File: config.mk
export PLATFORM = sky130hd
export DESIGN_NAME = wp_bank
export DESIGN_NICKNAME = d
export VERILOG_FILES = /design/src/rtl/wp_pkg.sv /design/src/rtl/wp_cfg_regs.sv /design/src/rtl/wp_cmp.sv /design/src/rtl/wp_link.sv /design/src/rtl/wp_bank.sv
export SDC_FILE = /design/constraint.sdc
export NUM_CORES = 1
export LEC_CHECK = 0
export ABC_AREA = 1
export BUFFER_PORTS_ARGS = -buffer_cell sky130_fd_sc_hd__buf_4
export CAP_MARGIN = 20
export CORE_UTILIZATION = 40
export DETAILED_ROUTE_END_ITERATION = 8
export REMOVE_ABC_BUFFERS = 1
export SLEW_MARGIN = 10
export SYNTH_ARGS = -nofsm -noshare
export SYNTH_HDL_FRONTEND = slang
export SYNTH_HIERARCHICAL = 1
export SYNTH_SLANG_ARGS = --single-unit
File: constraint.sdc
create_clock -name clk -period 4.7 [get_ports clk]
set_input_delay 0.47 -clock clk [delete_from_list [all_inputs] [get_ports clk]]
set_output_delay 0.47 -clock clk [all_outputs]
set_load 0.03 [all_outputs]
File: src/rtl/wp_pkg.sv
package wp_pkg;
  typedef enum logic [2:0] {
    WM_OFF   = 3'd0,
    WM_IADDR = 3'd1,
    WM_DRW   = 3'd2,
    WM_DRD   = 3'd3,
    WM_DWR   = 3'd4,
    WM_VRW   = 3'd5,
    WM_VRD   = 3'd6,
    WM_VWR   = 3'd7
  } wp_mode_e;

  localparam logic [1:0] SZ_BYTE = 2'd0;
  localparam logic [1:0] SZ_HALF = 2'd1;
  localparam logic [1:0] SZ_WORD = 2'd2;

  function automatic logic is_value_mode(input wp_mode_e m);
    return (m == WM_VRW) || (m == WM_VRD) || (m == WM_VWR);
  endfunction

  function automatic logic is_daddr_mode(input wp_mode_e m);
    return (m == WM_DRW) || (m == WM_DRD) || (m == WM_DWR);
  endfunction
endpackage

File: src/rtl/wp_cfg_regs.sv
module wp_cfg_regs
  import wp_pkg::*;
#(
  parameter int N  = 4,
  parameter int AW = 32,
  parameter int DW = 32,
  parameter int MW = 5,
  parameter int IW = 2
) (
  input  logic            clk,
  input  logic            rst_n,
  input  logic            we,
  input  logic [IW-1:0]   idx,
  input  logic [2:0]      mode_in,
  input  logic [AW-1:0]   addr_in,
  input  logic [MW-1:0]   mask_in,
  input  logic [1:0]      vsize_in,
  input  logic [DW-1:0]   value_in,
  input  logic            l0e_in,
  input  logic [IW-1:0]   l0_in,
  input  logic            l1e_in,
  input  logic [IW-1:0]   l1_in,
  output wp_mode_e        mode_q  [N],
  output logic [AW-1:0]   addr_q  [N],
  output logic [MW-1:0]   mask_q  [N],
  output logic [1:0]      vsize_q [N],
  output logic [DW-1:0]   value_q [N],
  output logic            l0e_q   [N],
  output logic [IW-1:0]   l0_q    [N],
  output logic            l1e_q   [N],
  output logic [IW-1:0]   l1_q    [N]
);
  logic [N-1:0] load;

  always_comb begin
    for (int i = 0; i < N; i++) begin
      load[i] = we && (idx == IW'(i));
    end
  end

  generate
    for (genvar g = 0; g < N; g++) begin : g_slot
      always_ff @(posedge clk or negedge rst_n) begin
        if (!rst_n) begin
          mode_q[g]  <= WM_OFF;
          addr_q[g]  <= '0;
          mask_q[g]  <= '0;
          vsize_q[g] <= '0;
          value_q[g] <= '0;
          l0e_q[g]   <= 1'b0;
          l0_q[g]    <= '0;
          l1e_q[g]   <= 1'b0;
          l1_q[g]    <= '0;
        end else if (load[g]) begin
          mode_q[g]  <= wp_mode_e'(mode_in);
          addr_q[g]  <= addr_in;
          mask_q[g]  <= mask_in;
          vsize_q[g] <= vsize_in;
          value_q[g] <= value_in;
          l0e_q[g]   <= l0e_in;
          l0_q[g]    <= l0_in;
          l1e_q[g]   <= l1e_in;
          l1_q[g]    <= l1_in;
        end
      end
    end
  endgenerate
endmodule

File: src/rtl/wp_cmp.sv
module wp_cmp
  import wp_pkg::*;
#(
  parameter int AW = 32,
  parameter int DW = 32,
  parameter int MW = 5
) (
  input  wp_mode_e      mode,
  input  logic [AW-1:0] ref_addr,
  input  logic [MW-1:0] mask,
  input  logic [1:0]    vsize,
  input  logic [DW-1:0] ref_value,
  input  logic [AW-1:0] pc,
  input  logic          pc_valid,
  input  logic [AW-1:0] bus_addr,
  input  logic [DW-1:0] bus_data,
  input  logic [1:0]    bus_size,
  input  logic          bus_write,
  input  logic          bus_valid,
  output logic          ihit,
  output logic          ahit,
  output logic          vhit,
  output logic          err
);
  logic [AW-1:0] keep;
  logic [DW-1:0] vmask;
  logic          dir_ok;
  logic          val_mode;

  always_comb begin
    keep     = ~((AW'(1) << mask) - AW'(1));
    val_mode = is_value_mode(mode);
    err      = ((mode == WM_IADDR) && ref_addr[0]) ||
               (val_mode && (vsize == 2'd3));
    unique case (vsize)
      SZ_BYTE: vmask = DW'(8'hFF);
      SZ_HALF: vmask = DW'(16'hFFFF);
      default: vmask = '1;
    endcase
    unique case (mode)
      WM_DRD, WM_VRD: dir_ok = !bus_write;
      WM_DWR, WM_VWR: dir_ok = bus_write;
      default:        dir_ok = 1'b1;
    endcase
    ihit = (mode == WM_IADDR) && !err && pc_valid &&
           (((pc ^ ref_addr) & keep) == '0);
    ahit = is_daddr_mode(mode) && bus_valid && dir_ok &&
           (((bus_addr ^ ref_addr) & keep) == '0);
    vhit = val_mode && !err && bus_valid && dir_ok &&
           (bus_size == vsize) &&
           (((bus_data ^ ref_value) & vmask) == '0);
  end
endmodule

File: src/rtl/wp_link.sv
module wp_link #(
  parameter int N  = 4,
  parameter int IW = 2
) (
  input  logic [N-1:0]  ihit,
  input  logic [N-1:0]  ahit,
  input  logic [N-1:0]  vhit,
  input  logic          l0e [N],
  input  logic [IW-1:0] l0  [N],
  input  logic          l1e [N],
  input  logic [IW-1:0] l1  [N],
  output logic [N-1:0]  hit
);
  generate
    for (genvar g = 0; g < N; g++) begin : g_gate
      logic link_ok;
      always_comb begin
        link_ok = (!l0e[g] && !l1e[g]) ||
                  (l0e[g] && ahit[l0[g]]) ||
                  (l1e[g] && ahit[l1[g]]);
        hit[g]  = ihit[g] || ahit[g] || (vhit[g] && link_ok);
      end
    end
  endgenerate
endmodule

File: src/rtl/wp_bank.sv
module wp_bank
  import wp_pkg::*;
#(
  parameter int N  = 4,
  parameter int AW = 32,
  parameter int DW = 32,
  parameter int MW = $clog2(AW),
  parameter int IW = (N > 1) ? $clog2(N) : 1
) (
  input  logic          clk,
  input  logic          rst_n,
  input  logic [AW-1:0] pc_i,
  input  logic          pc_valid_i,
  input  logic [AW-1:0] bus_addr_i,
  input  logic [DW-1:0] bus_data_i,
  input  logic [1:0]    bus_size_i,
  input  logic          bus_write_i,
  input  logic          bus_valid_i,
  input  logic          cfg_we_i,
  input  logic [IW-1:0] cfg_idx_i,
  input  logic [2:0]    cfg_mode_i,
  input  logic [AW-1:0] cfg_addr_i,
  input  logic [MW-1:0] cfg_mask_i,
  input  logic [1:0]    cfg_vsize_i,
  input  logic [DW-1:0] cfg_value_i,
  input  logic          cfg_link0_en_i,
  input  logic [IW-1:0] cfg_link0_i,
  input  logic          cfg_link1_en_i,
  input  logic [IW-1:0] cfg_link1_i,
  output logic [N-1:0]  evt_o,
  output logic [N-1:0]  cfg_err_o
);
  wp_mode_e      cmp_mode  [N];
  logic [AW-1:0] cmp_addr  [N];
  logic [MW-1:0] cmp_mask  [N];
  logic [1:0]    cmp_vsize [N];
  logic [DW-1:0] cmp_value [N];
  logic          cmp_l0e   [N];
  logic [IW-1:0] cmp_l0    [N];
  logic          cmp_l1e   [N];
  logic [IW-1:0] cmp_l1    [N];

  logic [N-1:0] ihit, ahit, vhit, err, hit;
  logic [N-1:0] evt_d, evt_q;

  wp_cfg_regs #(.N(N), .AW(AW), .DW(DW), .MW(MW), .IW(IW)) u_regs (
    .clk(clk), .rst_n(rst_n), .we(cfg_we_i), .idx(cfg_idx_i),
    .mode_in(cfg_mode_i), .addr_in(cfg_addr_i), .mask_in(cfg_mask_i),
    .vsize_in(cfg_vsize_i), .value_in(cfg_value_i),
    .l0e_in(cfg_link0_en_i), .l0_in(cfg_link0_i),
    .l1e_in(cfg_link1_en_i), .l1_in(cfg_link1_i),
    .mode_q(cmp_mode), .addr_q(cmp_addr), .mask_q(cmp_mask),
    .vsize_q(cmp_vsize), .value_q(cmp_value),
    .l0e_q(cmp_l0e), .l0_q(cmp_l0), .l1e_q(cmp_l1e), .l1_q(cmp_l1)
  );

  generate
    for (genvar g = 0; g < N; g++) begin : g_cmp
      wp_cmp #(.AW(AW), .DW(DW), .MW(MW)) u_cmp (
        .mode(cmp_mode[g]), .ref_addr(cmp_addr[g]), .mask(cmp_mask[g]),
        .vsize(cmp_vsize[g]), .ref_value(cmp_value[g]),
        .pc(pc_i), .pc_valid(pc_valid_i),
        .bus_addr(bus_addr_i), .bus_data(bus_data_i),
        .bus_size(bus_size_i), .bus_write(bus_write_i),
        .bus_valid(bus_valid_i),
        .ihit(ihit[g]), .ahit(ahit[g]), .vhit(vhit[g]), .err(err[g])
      );
    end
  endgenerate

  wp_link #(.N(N), .IW(IW)) u_link (
    .ihit(ihit), .ahit(ahit), .vhit(vhit),
    .l0e(cmp_l0e), .l0(cmp_l0), .l1e(cmp_l1e), .l1(cmp_l1),
    .hit(hit)
  );

  always_comb begin
    evt_d = hit;
  end

  always_ff @(posedge clk or negedge rst_n) begin
    if (!rst_n) begin
      evt_q <= '0;
    end else begin
      evt_q <= evt_d;
    end
  end

  assign evt_o     = evt_q;
  assign cfg_err_o = err;
endmodule

== Word-level counts from Yosys, hierarchy flattened ==
Cells that the tools add are included.

* Latch bits: 0
* Logic and storage cells: 294
* Memories kept: 0
* Output and inout bits: 8
* Input bits: 186
* Memory bits (writable): 0
* Bits in read-only memories: 0
* Bits in registers: 324

* Multiply operators: 0
* Equal/unequal tests: 43
* Bitwise operators: 28
* Mux-type cells: 24
* Reductions and logical operators: 146
* Add/sub/neg operators: 4
* Div/mod/pow operators: 0
* Order comparisons: 8
* Shifts and indexed selects: 4

{| class="wikitable"
|+ Operators with widths
! kind !! number
|-
| 32-bit bitwise AND || 12
|-
| 32-bit zero test || 12
|-
| 32-bit bitwise XOR || 12
|-
| 32-bit case mux with 2 select lines || 4
|-
| 32-bit NOT || 4
|-
| 1-bit by 5-bit << shifter with 32-bit output, first input constant || 4
|-
| 32-bit by 2-bit subtractor with 32-bit output, second input constant || 4
|-
| 1-bit logical AND || 72
|-
| 3-bit == test, second input constant || 16
|-
| 1-bit logical OR || 36
|-
| 3-bit by 2-bit == test with 1-bit output, second input constant || 8
|-
| 2-bit by 3-bit less-than comparator with 1-bit output, second input constant || 8
|-
| 1-bit binary-select mux with 2-bit select || 8
|-
| 2-bit OR reduction || 8
|-
| 1-bit zero test || 13
|-
| 2-bit == test, second input constant || 6
|-
| 3-bit by 1-bit == test with 1-bit output, second input constant || 4
|-
| 2-bit by 1-bit == test with 1-bit output, second input constant || 5
|-
| 2-bit zero test || 5
|-
| 2-bit == test || 4
|-
| 1-bit two-way mux || 8
|-
| 1-bit case mux with 2 select lines || 4
|}

== Longest topological paths before layout ==
Gate-level depths: netlist of run 1.

* Depth in word-level cells: 13
* Mapped depth: 24

== By module ==
The synthesis of run 1 kept the hierarchy.

{| class="wikitable"
|+ Modules (own cells, without submodules)
! module !! area an instance (µm²) !! cells an instance !! instances
|-
| wp_cfg_regs || 12959.9 || 1415 || 1
|-
| wp_cmp at g_cmp[1].u_cmp ... || 2555.0 || 489 || 3
|-
| wp_cmp at g_cmp[0].u_cmp || 2656.3 || 478 || 1
|-
| wp_link || 362.8 || 86 || 1
|-
| wp_bank || 100.1 || 4 || 1
|}

== Worst setup path after synthesis of run 1 ==
OpenSTA, ideal clock, no wires.

* Kind: register -> register
* Start point: register u_regs/mask_q[2] in the netlist's numbering
* End point: register evt_q[1], in the netlist evt_o[1]
* Path buffers: 0
* Cell stages (with the launch flop): 24
* Arrival time: 2.521 ns
* Setup time: 0.065 ns
* Setup slack: 2.114 ns
* Clock period less this slack: 2.586 ns
* Data required time: 4.635 ns
* Path through: dfrtp_1 -> inv_2 -> nand3_2 -> inv_2 -> nand2_1 -> ha_1 -> nand3_2 -> nor2_2 -> nand3_2 -> nor2_1 -> nand2_1 -> nand3_1 -> nand2_1 -> nor2_1 -> nand2_1 -> nor2_1 -> inv_1 -> nand2_1 -> nand3_1 -> nand2_1 -> nand2_1 -> nand2_1 -> nand2_1 -> nand2_1

* Cells in the longest elaborated chain, start to end: 13
* Elaborated cells between the ends (all ways): 16
* Classes of those cells: add/sub (1); shift (1); mux (4); bitwise (2); reduce/logical (8)

{| class="wikitable"
|+ Ends and longest elaborated chain
! what !! line !! text
|-
| start: declaration || wp_cfg_regs.sv:25 || <nowiki>output logic [MW-1:0] mask_q [N],</nowiki>
|-
| start signal: indexed assignment || wp_cfg_regs.sv:57 || <nowiki>mask_q[g] <= mask_in;</nowiki>
|-
| 1-bit by 5-bit << shifter with 32-bit output * || wp_cmp.sv:31 || <nowiki>keep = ~((AW'(1) << mask) - AW'(1));</nowiki>
|-
| 32-bit by 2-bit subtractor with 32-bit output * || wp_cmp.sv:31 ||
|-
| 32-bit NOT * || wp_cmp.sv:31 ||
|-
| 32-bit bitwise AND * || wp_cmp.sv:48 || <nowiki>(((bus_addr ^ ref_addr) & keep) == '0);</nowiki>
|-
| 32-bit zero test * || wp_cmp.sv:48 ||
|-
| 1-bit logical AND * || wp_cmp.sv:47 || <nowiki>ahit = is_daddr_mode(mode) && bus_valid && dir_ok &&</nowiki>
|-
| named net ahit[3] || wp_bank.sv:43 || <nowiki>logic [N-1:0] ihit, ahit, vhit, err, hit;</nowiki>
|-
| 1-bit binary-select mux with 2-bit select || wp_link.sv:19 || <nowiki>(l0e[g] && ahit[l0[g]]) ||</nowiki>
|-
| 1-bit two-way mux (not written as such) || wp_link.sv:19 ||
|-
| 1-bit logical AND || wp_link.sv:19 ||
|-
| 1-bit logical OR || wp_link.sv:18 || <nowiki>link_ok = (!l0e[g] && !l1e[g]) ||</nowiki>
|-
| 1-bit logical OR * || wp_link.sv:19 ||
|-
| 1-bit logical AND * || wp_link.sv:21 || <nowiki>hit[g] = ihit[g] || ahit[g] || (vhit[g] && link_ok);</nowiki>
|-
| 1-bit logical OR * || wp_link.sv:21 ||
|-
| named net evt_d[1] || wp_bank.sv:44 || <nowiki>logic [N-1:0] evt_d, evt_q;</nowiki>
|-
| end signal: assignment || wp_bank.sv:85 || <nowiki>evt_q <= evt_d;</nowiki>
|-
| end: declaration || wp_bank.sv:44 ||
|}

Mark *: on every way through the listed nets, which the timed path passes. The rest lies on a longest branch. The select of a mux whose other input is x is not followed.
A chain may end at the register's enable or synchronous reset.

== Worst setup path in the final report of run 1 ==
* Start point: register u_regs/mask_q[12] in the netlist's numbering
* End point: register evt_q[3], in the netlist evt_o[3]

Same word-level chain as after synthesis.

==> results of run 1 <==
logic make-up after synthesis:
kind of cell	share of synthesized area, %
AOI/OAI and AO/OA	3.14
xor gates and xnor gates	11.4
adders and majority gates	0.211
buffers and inverters	7.13
DFF	34.1
and+or+nand+nor	44.0
synth_stat cells, types with 23 or more instances:
| cell type | number | area share (%) |
|---|---|---|
| sky130_fd_sc_hd__a21oi_1 | 32 | 0.67 |
| sky130_fd_sc_hd__buf_2 | 81 | 1.7 |
| sky130_fd_sc_hd__clkbuf_1 | 48 | 0.76 |
| sky130_fd_sc_hd__dfrtp_1 | 324 | 34 |
| sky130_fd_sc_hd__inv_1 | 194 | 3.1 |
| sky130_fd_sc_hd__inv_2 | 37 | 0.58 |
| sky130_fd_sc_hd__nand2_1 | 1226 | 19 |
| sky130_fd_sc_hd__nand3_1 | 337 | 7.1 |
| sky130_fd_sc_hd__nand3_2 | 33 | 1.4 |
| sky130_fd_sc_hd__nand4_1 | 282 | 7.4 |
| sky130_fd_sc_hd__nor2_1 | 309 | 4.9 |
| sky130_fd_sc_hd__nor2_2 | 23 | 0.61 |
| sky130_fd_sc_hd__o21ai_0 | 27 | 0.57 |
| sky130_fd_sc_hd__or2_2 | 30 | 0.79 |
| sky130_fd_sc_hd__xnor2_1 | 134 | 4.9 |
| sky130_fd_sc_hd__xor2_1 | 174 | 6.4 |
worst max path at each step:
stage	startpoint	endpoint	slack, ns	cells past startpoint
3_3_place_gp	u_regs/mask_q[12]	evt_o[3]	1.12	21
6_report	u_regs/mask_q[12]	evt_o[3]	1.0	21
5_1_grt	u_regs/mask_q[12]	evt_o[3]	0.54	21
4_1_cts	u_regs/mask_q[12]	evt_o[3]	1.01	21
2_1_floorplan	cfg_idx_i[0]	u_regs/addr_q[100]	1.22	4
3_5_place_dp	u_regs/mask_q[12]	evt_o[3]	1.03	21
metal layers:
| metal | GRT usage (%) | part of all wire (%) |
|---|---|---|
| met2 | 49.8 | 47 |
| met3 | 4.95 | 7.3 |
| met5 | 0 | 0 |
| met4 | 9.44 | 3.0 |
| met1 | 41.1 | 43 |
flip-flops by register name, summed over array words and instances (netlist names):
name,count
u_regs/l0e_q,4
u_regs/mask_q,20
u_regs/l1e_q,4
u_regs/mode_q,12
u_regs/value_q,128
u_regs/l0_q,8
u_regs/l1_q,8
evt_o,4
u_regs/vsize_q,8
u_regs/addr_q,128
stage by stage:
step                setup WS, ns  utilization [%]  instance area, sq um
floorplan                   1.22                -                 22900
global placement            1.12             44.0                 25600
detailed placement          1.03             44.0                 25600
CTS                         1.01             46.3                 26900
global route               0.537             46.3                 26900
finish                     0.996             46.3                 26900
worst max-delay path, stage by stage (launching register included):
cell and delay [ns]:
sky130_fd_sc_hd__dfrtp_1 0.70, sky130_fd_sc_hd__inv_2 0.22, sky130_fd_sc_hd__nand3_2 0.17, sky130_fd_sc_hd__inv_2 0.08
sky130_fd_sc_hd__nand2_1 0.06, sky130_fd_sc_hd__ha_1 0.28, sky130_fd_sc_hd__nand2_1 0.13, sky130_fd_sc_hd__nor2_2 0.18
sky130_fd_sc_hd__nand3_1 0.10, sky130_fd_sc_hd__nor2_1 0.16, sky130_fd_sc_hd__nand3b_1 0.13, sky130_fd_sc_hd__nand3_1 0.10
sky130_fd_sc_hd__nand2_1 0.05, sky130_fd_sc_hd__nor2_1 0.09, sky130_fd_sc_hd__nand3_1 0.08, sky130_fd_sc_hd__nor2_1 0.51
sky130_fd_sc_hd__inv_2 0.13, sky130_fd_sc_hd__a21boi_0 0.19, sky130_fd_sc_hd__nand3b_1 0.09, sky130_fd_sc_hd__nand2_1 0.07
sky130_fd_sc_hd__nand2_1 0.05, sky130_fd_sc_hd__nand2_1 0.07
final cells by class:
class                      count  area share, %
multi-input combinational   2738           51.9
sequential                   324           30.1
timing repair buffer         213           6.22
clock buffer                  54           4.06
tap                          765           3.55
inverter                     234           3.29
clock inverter                16          0.869
antenna                        2         0.0186
power breakdown:
| part | switching (mW) | internal (mW) | leakage, nW |
|---|---|---|---|
| clock network | 1.31 | 1.86 | 0.634 |
| logic | 2.23 | 1.24 | 9.32 |
| registers | 0.588 | 3.23 | 4.05 |
| total | 4.13 | 6.33 | 14.0 |
what timing repair did:
item,4_1_cts,5_1_grt
hold buffers,1,0
hold endpoints to repair,83,0
setup buffers,0,0
==> results.md, run 1 <==
| Quantity | This run | Unit |
| --- | --- | --- |
| Result of the run | complete, no violations | - |
| Worst-case headroom to the max-slew limit | 36.9 | % |
| Non-filler cells in the finished layout | 4346 | - |
| Die Y-Extent | 246 | microns |
| Commonest cells after routing, fill and taps aside | sky130_fd_sc_hd__nand2_1, sky130_fd_sc_hd__nand3_1, sky130_fd_sc_hd__dfrtp_1, sky130_fd_sc_hd__nor2_1, sky130_fd_sc_hd__nand4_1 | - |
| Via count of the first global-routing pass | 23.0k | - |
| Flip-flop and latch count after synthesis | 324 | - |
| Crit start category | flop | - |
| Register Area | 0.00811 | sq mm |
| Worst reg2reg path endpoint | evt_o[3] | - |
| Number of buffer cells added on primary ports | 193 | - |
| Type of the most critical hold path | input pin to flop | - |
| CP max FO | 16 | - |
| Final number of max-transition violations | 0 | - |
| Width of the die | 246 | microns |
| Vias per cell | 5.48 | - |
| # DRC | 0 | - |
| Filler cells | 6081 | - |
| Number of flops mapped to enable cells by yosys | 0 | - |
| Min-Delay Endpoint | u_regs/addr_q[99] | - |
| Average footprint of a synthesized cell | 6.88 | sq um |
| Hold Crit Depth | 3 | - |
| Min Hold Slack | 0.153 | ns |
| Required time of the critical path | 5.21 | ns |
| Cell Rows | 88 | - |
| Final worst-path cycle share | 78.8 | % |
| Cts repair resizes | 0 | - |
| Launching point of the worst reg2reg path | u_regs/mask_q[12] | - |
| Ratio of cells with drive above 1 in the final layout | 12.3 | % |
| Total via count after detailed routing | 23.8k | - |
| Final sum of negative setup slack | 0 | ns |
| Deepest level of the CTS H-tree | 2 | - |
| Fraction of the yosys area taken by sequential cells | 34.1 | % |
| Layout net count | 3740 | - |
| Unrepaired setup endpoints after global routing | false | - |
| Yosys warns | 6 | - |
| Launch point of the worst hold path | cfg_addr_i[3] | - |
| Worst-skew pair later-pin latency | 0.59 | ns |
| Clock root buffer | sky130_fd_sc_hd__clkbuf_16 | - |
| Area enclosed by the die boundary | 0.0603 | sq mm |
| Max capacitance violation total | 0 | - |
| Wire length of the first global-routing pass | 140 | mm |
| Tot GR Track Use | 30.5 | % |
| Peak supply drop | 0.000220 | V |
| Number of unique standard cell types used by synthesis | 43 | - |
| Worst Skew | 0.0154 | ns |
| Total CTS buffers | 39 | - |
| Syn-to-layout area delta | 13.4 | % |
| Count of mapped cells out of synthesis | 3450 | - |
| Violation count after the first detailed-route iteration | 2257 | - |
| Setup-violating endpoint count in the final report | 0 | - |
| Grt total ovfl | 0 | - |
| Critical setup path kind | flop to flop | - |
| Final critical path time including I/O delays and setup | 3.70 | ns |
| Worst setup EP type | flop | - |
| CTS tree | built | - |
| Worst Reg-to-Reg Cells | 21 | - |
| Routability congestion estimate | 1.01 | - |
| Synth Cell Area | 0.0237 | sq mm |
| DP Cell Count | 4273 | - |
| Least-Margin Pin Slew | 0.947 | ns |
| Power per unit of standard cell area | 388 | mW/mm^2 |
| Clock Pin Slew Worst Setup and Hold Paths | 0.06 | ns |
| Initial antenna violation count | 2 | - |
| Effective utilization at floorplan | 40.8 | % |
| Footprint of the multi-input gates | 0.0140 | sq mm |
| I/O pin total | 194 | - |
| Number of detailed-route iterations in the first pass | 6 | - |
| Number of buffers between clock root and the deepest sink | 3 | - |
| Reg-to-reg setup timing slack | 1.0 | ns |
| Residual antenna-violating net count after detailed routing | 0 | - |
| Maximum number of pins on one net before global-route repair | 190 | - |
| Lkg Pwr | 14.0 | nW |
| Top flip-flop cell by instance count after synthesis | sky130_fd_sc_hd__dfrtp_1 | - |
| Placeable core area | 0.0581 | sq mm |
| Power Total | 10.5 | mW |
| Number of hold violations in the final report | 0 | - |
| Max frequency | 270 | MHz |
| Worst Path Arrival | 4.21 | ns |
| Num Clock Sinks | 324 | - |
| FFs w/ async S/R, synth | 100 | % |
| Most common cell after layout, fill and taps aside | sky130_fd_sc_hd__nand2_1 | - |
| Average detailed-routed wire length per instance | 21.1 | microns |
| Final HPWL DP | 66.7 | mm |
| Final Routed Wirelength | 91.7 | mm |
(Power assumes the default switching activity.)
==> run 2: changes to the inputs <==
- clock period: 4.7 -> 3.35 ns (I/O delays scaled with it)
==> results.md, run 2 (same netlist as run 1, synthesis figures left out) <==
| Quantity | This run | Unit | Delta |
| --- | --- | --- | --- |
| Setup-violating endpoint count in the final report | 0 | - | unchanged |
| # DRC | 0 | - | unchanged |
| Peak supply drop | 0.000399 | V | +81% |
| Final worst-path cycle share | 90.1 | % | +11 points |
| Combinational Power Share | 34.0 | % | +0.8 points |
| Area enclosed by the die boundary | 0.0603 | sq mm | unchanged |
| Worst reg2reg path endpoint | evt_o[3] | - |  |
| Sequential share of power | 34.8 | % | -1.7 points |
| Commonest cells after routing, fill and taps aside | sky130_fd_sc_hd__nand2_1, sky130_fd_sc_hd__nand3_1, sky130_fd_sc_hd__dfrtp_1, sky130_fd_sc_hd__nor2_1, sky130_fd_sc_hd__nand4_1 | - |  |
| Launching point of the worst reg2reg path | u_regs/mask_q[11] | - |  |
| Power Total | 15.0 | mW | +44% |
| Max capacitance violation total | 0 | - | unchanged |
| Required time of the critical path | 3.84 | ns | -1.37 ns |
| Clock Pin Slew Worst Setup and Hold Paths | 0.07 | ns | about the same |
| Effective utilization at floorplan | 40.8 | % | unchanged |
| Width of the die | 246 | microns | unchanged |
| Placeable core area | 0.0581 | sq mm | unchanged |
| Most common cell after layout, fill and taps aside | sky130_fd_sc_hd__nand2_1 | - |  |
| Final number of max-transition violations | 0 | - | unchanged |
| Vias per cell | 5.47 | - | about the same |
| Number of hold violations in the final report | 0 | - | unchanged |
| Footprint of the multi-input gates | 0.0140 | sq mm | about the same |
| Final HPWL DP | 66.9 | mm | +0.39% |
| Number of buffers between clock root and the deepest sink | 3 | - | unchanged |
| Number of detailed-route iterations in the first pass | 6 | - | unchanged |
| Post-CTS setup repair buffer count | 0 | - | unchanged |
| Tot GR Track Use | 29.9 | % | -0.58 points |
| Residual antenna-violating net count after detailed routing | 0 | - | unchanged |
| Power per unit of standard cell area | 549 | mW/mm^2 | +41% |
| Max frequency | 331 | MHz | +23% |
| Worst setup EP type | flop | - |  |
| Register Area | 0.00811 | sq mm | unchanged |
| Worst Reg-to-Reg Cells | 21 | - | unchanged |
| Worst-skew pair later-pin latency | 0.58 | ns | about the same |
| Final sum of negative setup slack | 0 | ns | unchanged |
| CTS tree | built | - |  |
| Least-Margin Pin Slew | 1.05 | ns | +0.106 ns |
| Ratio of cells with drive above 1 in the final layout | 13.5 | % | +1.2 points |
| Crit start category | flop | - |  |
| Biggest regs | u_regs/addr_q: 128 flops, u_regs/value_q: 128 flops, u_regs/mask_q: 20 flops | - |  |
| Wire length of the first global-routing pass | 138 | mm | -1.2% |
| Grt total ovfl | 0 | - | unchanged |
| Final Routed Wirelength | 90.8 | mm | -0.99% |
| Total CTS buffers | 38 | - | -2.6% |
| Filler cells | 6072 | - | -0.15% |
| Die Y-Extent | 246 | microns | unchanged |
| Final critical path time including I/O delays and setup | 3.02 | ns | -0.687 ns |
| Lkg Pwr | 14.3 | nW | +1.9% |
| Via count of the first global-routing pass | 22.8k | - | -0.59% |
| Cell Rows | 88 | - | unchanged |
| Switching part of the total | 38.6 | % | -0.88 points |
| Num Clock Sinks | 324 | - | unchanged |
| Worst-case headroom to the max-slew limit | 29.8 | % | -7.1 points |
| Unrepaired setup endpoints after global routing | false | - |  |
| Worst Skew | 0.0290 | ns | +0.0136 ns |
| I/O pin total | 194 | - | unchanged |
| Violation count after the first detailed-route iteration | 2397 | - | +6.2% |
| Syn-to-layout area delta | 15.3 | % |  |
| Routability congestion estimate | 0.995 | - | -1.7% |
| Launch point of the worst hold path | cfg_value_i[15] | - |  |
| Layout net count | 3780 | - | +1.1% |
| Critical setup path kind | flop to flop | - |  |
| Clock root buffer | sky130_fd_sc_hd__clkbuf_16 | - |  |
| Min-Delay Endpoint | u_regs/value_q[111] | - |  |
| Type of the most critical hold path | input pin to flop | - |  |
| Deepest level of the CTS H-tree | 2 | - | unchanged |
| Cell internal pwr | 9.23 | mW | +46% |
| Maximum number of pins on one net before global-route repair | 105 | - | -45% |
| Number of buffer cells added on primary ports | 193 | - | unchanged |
| Total via count after detailed routing | 24.0k | - | +0.95% |
| Hold Crit Depth | 3 | - | unchanged |
| CP max FO | 6 | - | -10 |
| Average detailed-routed wire length per instance | 20.7 | microns | -2.0% |
| Switching pwr | 5.81 | mW | +41% |
| Reg-to-reg setup timing slack | 0.33 | ns | -0.66 ns |
| Clock Power Share | 31.2 | % | +0.8 points |
| Result of the run | complete, no violations | - |  |
| Initial antenna violation count | 3 | - | +1 |
| Worst Path Arrival | 3.51 | ns | -0.70 ns |
==> run 2: through the flow <==
stage,worst slack [ns],std cells,hold slack [ns],utilization (%),instance area [sq um]
floorplan,0.00377,3296,0.0394,-,22900
global placement,0.338,4314,0.454,44.6,25900
detailed placement,0.303,4314,0.459,44.6,25900
CTS,0.263,4384,0.0000156,47.1,27400
global route,0.0243,4386,0.0184,47.1,27400
finish,0.333,4389,0.0194,47.1,27400
==> run 2: worst max-delay path, stage by stage (launching register included) <==
cell and delay [ns]:
sky130_fd_sc_hd__dfrtp_1 0.45, sky130_fd_sc_hd__inv_2 0.14, sky130_fd_sc_hd__nand3_2 0.12, sky130_fd_sc_hd__inv_2 0.11, sky130_fd_sc_hd__nand2_1 0.06, sky130_fd_sc_hd__ha_1 0.28, sky130_fd_sc_hd__inv_1 0.08, sky130_fd_sc_hd__nand4_1 0.13
sky130_fd_sc_hd__nand3_1 0.12, sky130_fd_sc_hd__nand3_1 0.10, sky130_fd_sc_hd__nor3_1 0.20, sky130_fd_sc_hd__nand4_1 0.13, sky130_fd_sc_hd__nor2_1 0.14, sky130_fd_sc_hd__nand3_1 0.08, sky130_fd_sc_hd__nor2_1 0.10, sky130_fd_sc_hd__buf_4 0.18
sky130_fd_sc_hd__inv_2 0.07, sky130_fd_sc_hd__a21boi_0 0.16, sky130_fd_sc_hd__nand3b_1 0.09, sky130_fd_sc_hd__nand2_1 0.07, sky130_fd_sc_hd__nand2_1 0.04, sky130_fd_sc_hd__nand2_1 0.06
==> run 2: final cells by class <==
| cell class | instances | share of cell area (%) |
|---|---|---|
| antenna | 5 | 0.0457 |
| tap | 765 | 3.49 |
| timing repair buffer | 254 | 7.42 |
| inverter | 234 | 3.23 |
| sequential | 324 | 29.6 |
| clock inverter | 17 | 1.09 |
| clock buffer | 52 | 4.03 |
| multi-input combinational | 2738 | 51.1 |
==> run 2: power by group through the flow <==
stage / clock, mW / combinational [mW] / sequential, mW
CTS: 4.76 / 5.03 / 5.23
detailed placement: 0 / 5.01 / 5.29
global placement: 0 / 5.00 / 5.27
global route: 4.92 / 5.65 / 5.31
finish: 4.70 / 5.11 / 5.24
floorplan: 0 / 3.16 / 5.16
==> run 2: per-layer routing <==
layer,track usage (%),vias to the layer above,part of all wire (%),wire [microns]
met5,0,-,0,0
met3,4.75,139,7.8,7120
met1,40.6,11363,43,39000
met4,7.95,0,2.6,2360
met2,49.2,985,47,42200
li1,-,11542,-,-
==> run 2: worst max-delay path by stage <==
stage                       from                 end  cells after the start
6_report       u_regs/mask_q[11]            evt_o[3]                     21
5_1_grt        u_regs/mask_q[16]            evt_o[1]                     19
4_1_cts         u_regs/mask_q[6]            evt_o[3]                     21
3_5_place_dp    u_regs/mask_q[6]            evt_o[0]                     23
3_3_place_gp    u_regs/mask_q[8]            evt_o[3]                     19
2_1_floorplan       cfg_idx_i[0]  u_regs/addr_q[100]                      4
==> run 2: repair_timing <==
item                                    in CTS  in global routing
gates resized for setup                      0                  3
endpoints found under the hold margin       93                  0
hold buffers                                 1                  0
endpoints found under the setup margin       0                  2
